`src/rtl/bcd_pkg.sv`:
```
package bcd_pkg;

    localparam int DIGIT_W  = 4;
    localparam int DIGIT_MAX = 9;

    // Bit weights 8-4-2-1, MSB first
    typedef struct packed {
        logic w8;
        logic w4;
        logic w2;
        logic w1;
    } digit_t;

    typedef enum logic [1:0] {
        OP_HOLD  = 2'd0,
        OP_STEP  = 2'd1,
        OP_LOAD  = 2'd2,
        OP_CLEAR = 2'd3
    } op_e;

    // Fixed XOR-form next-state equations; illegal codes fall back by themselves
    function automatic digit_t step_digit(input digit_t d);
        digit_t n;
        n.w1 = ~d.w1;
        n.w2 = d.w2 ^ (d.w1 & ~d.w8);
        n.w4 = d.w4 ^ (d.w1 & d.w2);
        n.w8 = d.w8 ^ ((d.w1 & d.w8) | (d.w1 & d.w2 & d.w4));
        return n;
    endfunction

    function automatic logic is_decimal(input digit_t d);
        return (d <= digit_t'(DIGIT_MAX));
    endfunction

endpackage

```
`src/rtl/bcd_op_select.sv`:
```
module bcd_op_select
    import bcd_pkg::*;
(
    input  logic rst,
    input  logic ld,
    input  logic en,
    output op_e  op
);
    // Priority: reset, then load, then count enable
    always_comb begin
        if (rst)      op = OP_CLEAR;
        else if (ld)  op = OP_LOAD;
        else if (en)  op = OP_STEP;
        else          op = OP_HOLD;
    end
endmodule

```
`src/rtl/bcd_next_state.sv`:
```
module bcd_next_state
    import bcd_pkg::*;
(
    input  digit_t cur,
    input  digit_t ld_val,
    input  op_e    op,
    output digit_t nxt
);
    digit_t stepped;

    always_comb stepped = step_digit(cur);

    always_comb begin
        unique case (op)
            OP_CLEAR: nxt = '0;
            OP_LOAD:  nxt = ld_val;
            OP_STEP:  nxt = stepped;
            default:  nxt = cur;
        endcase
    end
endmodule

```
`src/rtl/bcd_decade_counter.sv`:
```
module bcd_decade_counter
    import bcd_pkg::*;
(
    input  logic                clk,
    input  logic                rst,
    input  logic                en,
    input  logic                ld,
    input  logic [DIGIT_W-1:0]  ld_val,
    output logic [DIGIT_W-1:0]  count,
    output logic                tc
);
    op_e    op;
    digit_t state_q;
    digit_t state_d;

    bcd_op_select u_sel (
        .rst (rst),
        .ld  (ld),
        .en  (en),
        .op  (op)
    );

    bcd_next_state u_nxt (
        .cur    (state_q),
        .ld_val (digit_t'(ld_val)),
        .op     (op),
        .nxt    (state_d)
    );

    always_ff @(posedge clk) begin
        state_q <= state_d;
    end

    assign count = state_q;   // bit 3 weight 8 ... bit 0 weight 1
    assign tc    = en && (state_q == digit_t'(DIGIT_MAX));


    a_r1_clear: assert property (@(posedge clk) rst |=> count == '0);


    a_r2_wrap: assert property (@(posedge clk) disable iff (rst)
        (count == 4'd9 && en && !ld) |=> count == 4'd0);


    a_r3_hold: assert property (@(posedge clk) disable iff (rst)
        (!en && !ld) |=> $stable(count));


    a_r4_tc: assert property (@(posedge clk) disable iff (rst)
        tc |-> (count == 4'd9));


    a_r5_load: assert property (@(posedge clk) disable iff (rst)
        ld |=> count == $past(ld_val));

    // odd illegal lands in range, even illegal moves to odd illegal
    a_r6_odd_illegal: assert property (@(posedge clk) disable iff (rst)
        (count > 4'd9 && count[0] && en && !ld) |=> count <= 4'd9);

    a_r7_even_illegal: assert property (@(posedge clk) disable iff (rst)
        (count > 4'd9 && !count[0] && en && !ld) |=> (count > 4'd9 && count[0]));

endmodule

```
`config.mk`:
```
export PLATFORM = sky130hd
export DESIGN_NAME = bcd_decade_counter
export DESIGN_NICKNAME = d
export VERILOG_FILES = /design/src/rtl/bcd_pkg.sv /design/src/rtl/bcd_op_select.sv /design/src/rtl/bcd_next_state.sv /design/src/rtl/bcd_decade_counter.sv
export SDC_FILE = /design/constraint.sdc
export NUM_CORES = 1
export LEC_CHECK = 0
export BUFFER_PORTS_ARGS = -buffer_cell sky130_fd_sc_hd__buf_2
export CAP_MARGIN = 15
export CORE_AREA = 5 5 42 44
export DETAILED_ROUTE_END_ITERATION = 8
export DIE_AREA = 0 0 47 49
export SLEW_MARGIN = 20
export SYNTH_ARGS = -nofsm -noshare
export SYNTH_HDL_FRONTEND = slang
export SYNTH_HIERARCHICAL = 1
export SYNTH_SLANG_ARGS = --single-unit
```
`constraint.sdc`:
```
create_clock -name clk -period 2.02 [get_ports clk]
set_input_delay 0.404 -clock clk [delete_from_list [all_inputs] [get_ports clk]]
set_output_delay 0.404 -clock clk [all_outputs]
set_load 0.1 [all_outputs]
```
# Word-level counts from Yosys, hierarchy flattened
# Index checks and enable logic that the tools add are counted.
# totals
reg_bits,4
# op_classes
bitwise,10
n_mux,4
n_reduce_logical,2
eq_ne,4
# ops
cell,count
case mux 4 bit (3 select lines),1
bitwise AND 1 bit,4
"equality test 2 bit, second input constant",2
"equality test 4 bit, second input constant",1
two-way mux 2 bit,2
nonzero test 3 bit,1
bitwise XOR 1 bit,3
"equality test 2 x 1 -> 1 bit, second input constant",1
inverter 1 bit,2
logical AND 1 bit,1
two-way mux 1 bit,1
OR 1 bit,1

# Longest topological paths before layout
# logic_depth
word_depth,5
depth_mapped,6

# Modules after synthesis
# Netlist, hierarchy kept.
# modules_own_cells
mod,n_inst,cells_per_inst,seq_area_each_um2,area_each_um2
bcd_next_state,1,20,0.0,140.1
bcd_decade_counter,1,6,80.1,112.6
bcd_op_select,1,3,0.0,17.5

# Worst setup path after synthesis
# No wires, ideal clock.
# synth_path
kind,register -> output
startpoint,"register state_q, in the netlist count[0]"
endpoint,output tc
path_stages_with_launch,3
setup_slack_ns,-0.809
t_arrival_ns,2.425
path_buffers,0
t_required_ns,1.616
path_cell_list,dfxtp_1 -> nand3b_4 -> nor3b_2
# synth_via
elab_chain_len,2
# synth_rtl
element,line_no,rtl
from (decl),bcd_decade_counter.sv:13,digit_t state_q;
from (signal assigned),bcd_decade_counter.sv:31,state_q <= state_d;
equality test 4 bit,bcd_decade_counter.sv:35,assign tc = en && (state_q == digit_t'(DIGIT_MAX));
logical AND 1 bit,bcd_decade_counter.sv:35,
to (decl),bcd_decade_counter.sv:10,output logic tc
# Every way passes these cells.

# Worst setup path in the final report
# layout_path
startpoint,"register state_q, in the netlist count[1]"
endpoint,output tc
# The elaborated chain is that of the path after synthesis.

==> results by group <==
Run status
  • Status: complete, no violations

STA
  • Final hold viol count: 0
  • RSZ-0062 raised after global routing: false
  • Period utilization: between 80% and 90%
  • Clk_skew: about 0.011 ns
  • Max frequency: ~570 MHz
  • Max Slew Vio Count: 0
  • Setup_tns: 0 ns
  • Slew @ Worst Pin: approximately 0.49 ns
  • Final setup viols: 0
  • Worst rel slew slack: 67.7%
  • Fin crit period: approximately 1.7 ns

Finish
  • Final nets: 54
  • Max reg flops: 4
  • Synth-to-Final Area Change: 40.3%
  • Top Registers: count: 4 flops
  • Share of cells above drive strength 1: a little under half
  • Most frequent cells in the layout: buf_2 (12), clkbuf_4 (3), dfxtp_2 (3), o21ai_0 (3), nand2_1 (3)
  • Biggest register: count
  • Most common cell after layout, fill and taps aside: buf_2
  • Fill count: approximately 170
  • Inserted Diodes: 0

Setup path
  • Worst Setup Start Kind: flip-flop
  • Crit path max-delay cell type: buf_2
  • CP endpoint kind: output pin
  • R2R setup slack: 0.85 ns
  • Reg2Reg Capture Point: count[3]
  • CP Cell Sequence: nand3b_4 -> nor3b_4 -> buf_2
  • Crit path DAT: about 1.3 ns
  • CP max stage delay: 0.44 ns
  • Worst Path Required: between 1.5 and 2 ns
  • Worst setup path category: reg2out
  • R2R depth: 5
  • Worst reg2reg startpoint: count[0]
  • Crit-path max FO: 6

Routing
  • DR WL/cell: between 10 and 15 um
  • Residual DRC: 0
  • DR iter-0 viols: 2
  • Detail Route Antenna Nets: 0
  • DR pass1 iterations: 2
  • Via density: about 4.3
  • Via count of the routed design: around 260
  • Final WL: ~630 um

Synthesis
  • Mapped Cells: 29
  • Seq/Total Area, Yosys: between 20 and 30%
  • Synth top area cells: dfxtp_1 (30%), mux2i_1 (7.4%), nand3b_4 (7.4%), o21ai_0 (5.6%), and4bb_1 (4.6%)
  • Synthesized area per cell: between 9 and 10 um^2
  • Post-Syn Nets: 38
  • Synth area leader: dfxtp_1
  • Netlist cell types: 20
  • Syn Std Cell Area: about 270 um^2
  • FF+latch count, synth: 4
  • Top-area cell type share of the netlist area: between 20% and 30%
  • Ys Warns: 6

Worst hold path
  • Hold_sp: ld_val[0]
  • Min-delay worst type: in2reg
  • Hold Path End: count[0]
  • Worst hold stages: 3

Floorplan
  • Die area: 2300 um^2
  • FP Rows: 14
  • Initial core utilization: 19.3%
  • Chip Width: 47 um
  • Core area: between 1000 and 1500 um^2
  • Die Y: 49 um
  • I/O pins: 13

Job
  • Max_cap viols: 0

CTS
  • Post-CTS Setup Repair Bufs: 0
  • Inserted Clock Buffers: 3
  • Post-CTS Resized: 0
  • Clk buf depth: 2
  • CTS tree: done
  • Num Clock Sinks: 4
  • Clock H-tree levels: 1
  • Root buffer cell: clkbuf_4
  • Latest clock arrival within the worst-skew pair: roughly 0.24 ns
  • Clock transition at the registers of the reported paths: approximately 0.050 ns
  • Hold_buf cts: 0

Power
  • Maximum vdd drop: 0.218 mV
  • Leak: slightly below 0.0002 uW
  • PwrDens: between 800 and 900 nW/um^2
  • Total chip power: between 300 and 400 uW

Global route
  • GRT Util Overall: 6.90%
  • Number of global-route vias before repair: roughly 270
  • First-pass GRT wire length: 1110 um
  • Largest net degree at the start of global routing: 8
  • Initial antenna violation count: 0
  • Remaining Overflow, GRT: 0

Placement
  • RePlAce Congestion: 0.681
  • IO Port Bufs: 12
[cells in the mapped netlist, drive strengths merged]
library cell / number
inv: 1
or2: 1
o21ai: 4
mux2i: 2
a21o: 1
dfxtp: 4
nor2b: 1
ha: 1
buf: 1
nand2: 3
o22ai: 1
a21oi: 2
and3b: 1
and4bb: 1
nand3b: 1
xnor2: 1
nor3b: 1
nand2b: 1
and2: 1
[power by group]
part | total (uW) | switching [uW] | internal, uW
clock | 113 | 38.5 | 74.5
combinational | 103 | 74.7 | 28.7
sequential | 101 | 12.4 | 88.3
total | 317 | 126 | 191
[kinds of logic after synthesis]
group / after synthesis / share of synthesized area [%]
flops: 4 / 29.6
xor+xnor: 1 / 3.24
simple gates: 11 / 33.3
fa+ha+maj: 1 / 4.63
compound gates: 8 / 16.2
mux: 2 / 7.41
buf+inv: 2 / 5.55
[per-layer routing]
metal	share of wire, %	GRT usage [%]	wire [um]	vias to the layer above
li1	-	-	-	133
met1	47	7.91	293	106
met2	36	9.05	227	15
met3	14	3.69	88	2
met4	2.6	5.53	16	0
met5	0	0	0	-
[how the worst max path moves through the flow]
stage | depth (start not counted) | endpoint | startpoint
2_1_floorplan | 1 | tc | count[3]
3_3_place_gp | 4 | tc | en
3_5_place_dp | 4 | tc | en
4_1_cts | 3 | tc | count[1]
5_1_grt | 3 | tc | count[1]
6_report | 3 | tc | count[1]
[final cells by class]
class | count | area, um^2 | share of cell area [%]
Multi-Input combinational cell | 23 | 181 | 47.9
Clock buffer | 4 | 26.3 | 6.93
Tap cell | 16 | 20.0 | 5.28
Timing Repair Buffer | 12 | 60.1 | 15.8
Inverter | 1 | 3.75 | 0.990
Sequential cell | 4 | 87.6 | 23.1
[worst max-delay path, delay by kind of cell (launching register included)]
family	cells	cell delay [ns]
DFF	1	0.34
buffers and inverters	1	0.44
and+or+nand+nor	2	0.31
[per-stage QoR]
step | setup WS [ns] | hold WS [ns] | cell area (um^2) | utilization, % | instances
final | 0.279 | 0.356 | 379 | 27.1 | 60
after global routing | 0.235 | 0.378 | 379 | 27.1 | 60
after CTS | 0.269 | 0.353 | 379 | 27.1 | 60
after detailed placement | 0.420 | 0.554 | 353 | 25.2 | 56
after global placement | 0.428 | 0.556 | 353 | 25.2 | 56
after floorplan | 0.0106 | 0.512 | 284 | - | 29
No activity file was read; power rests on OpenSTA's default activity.
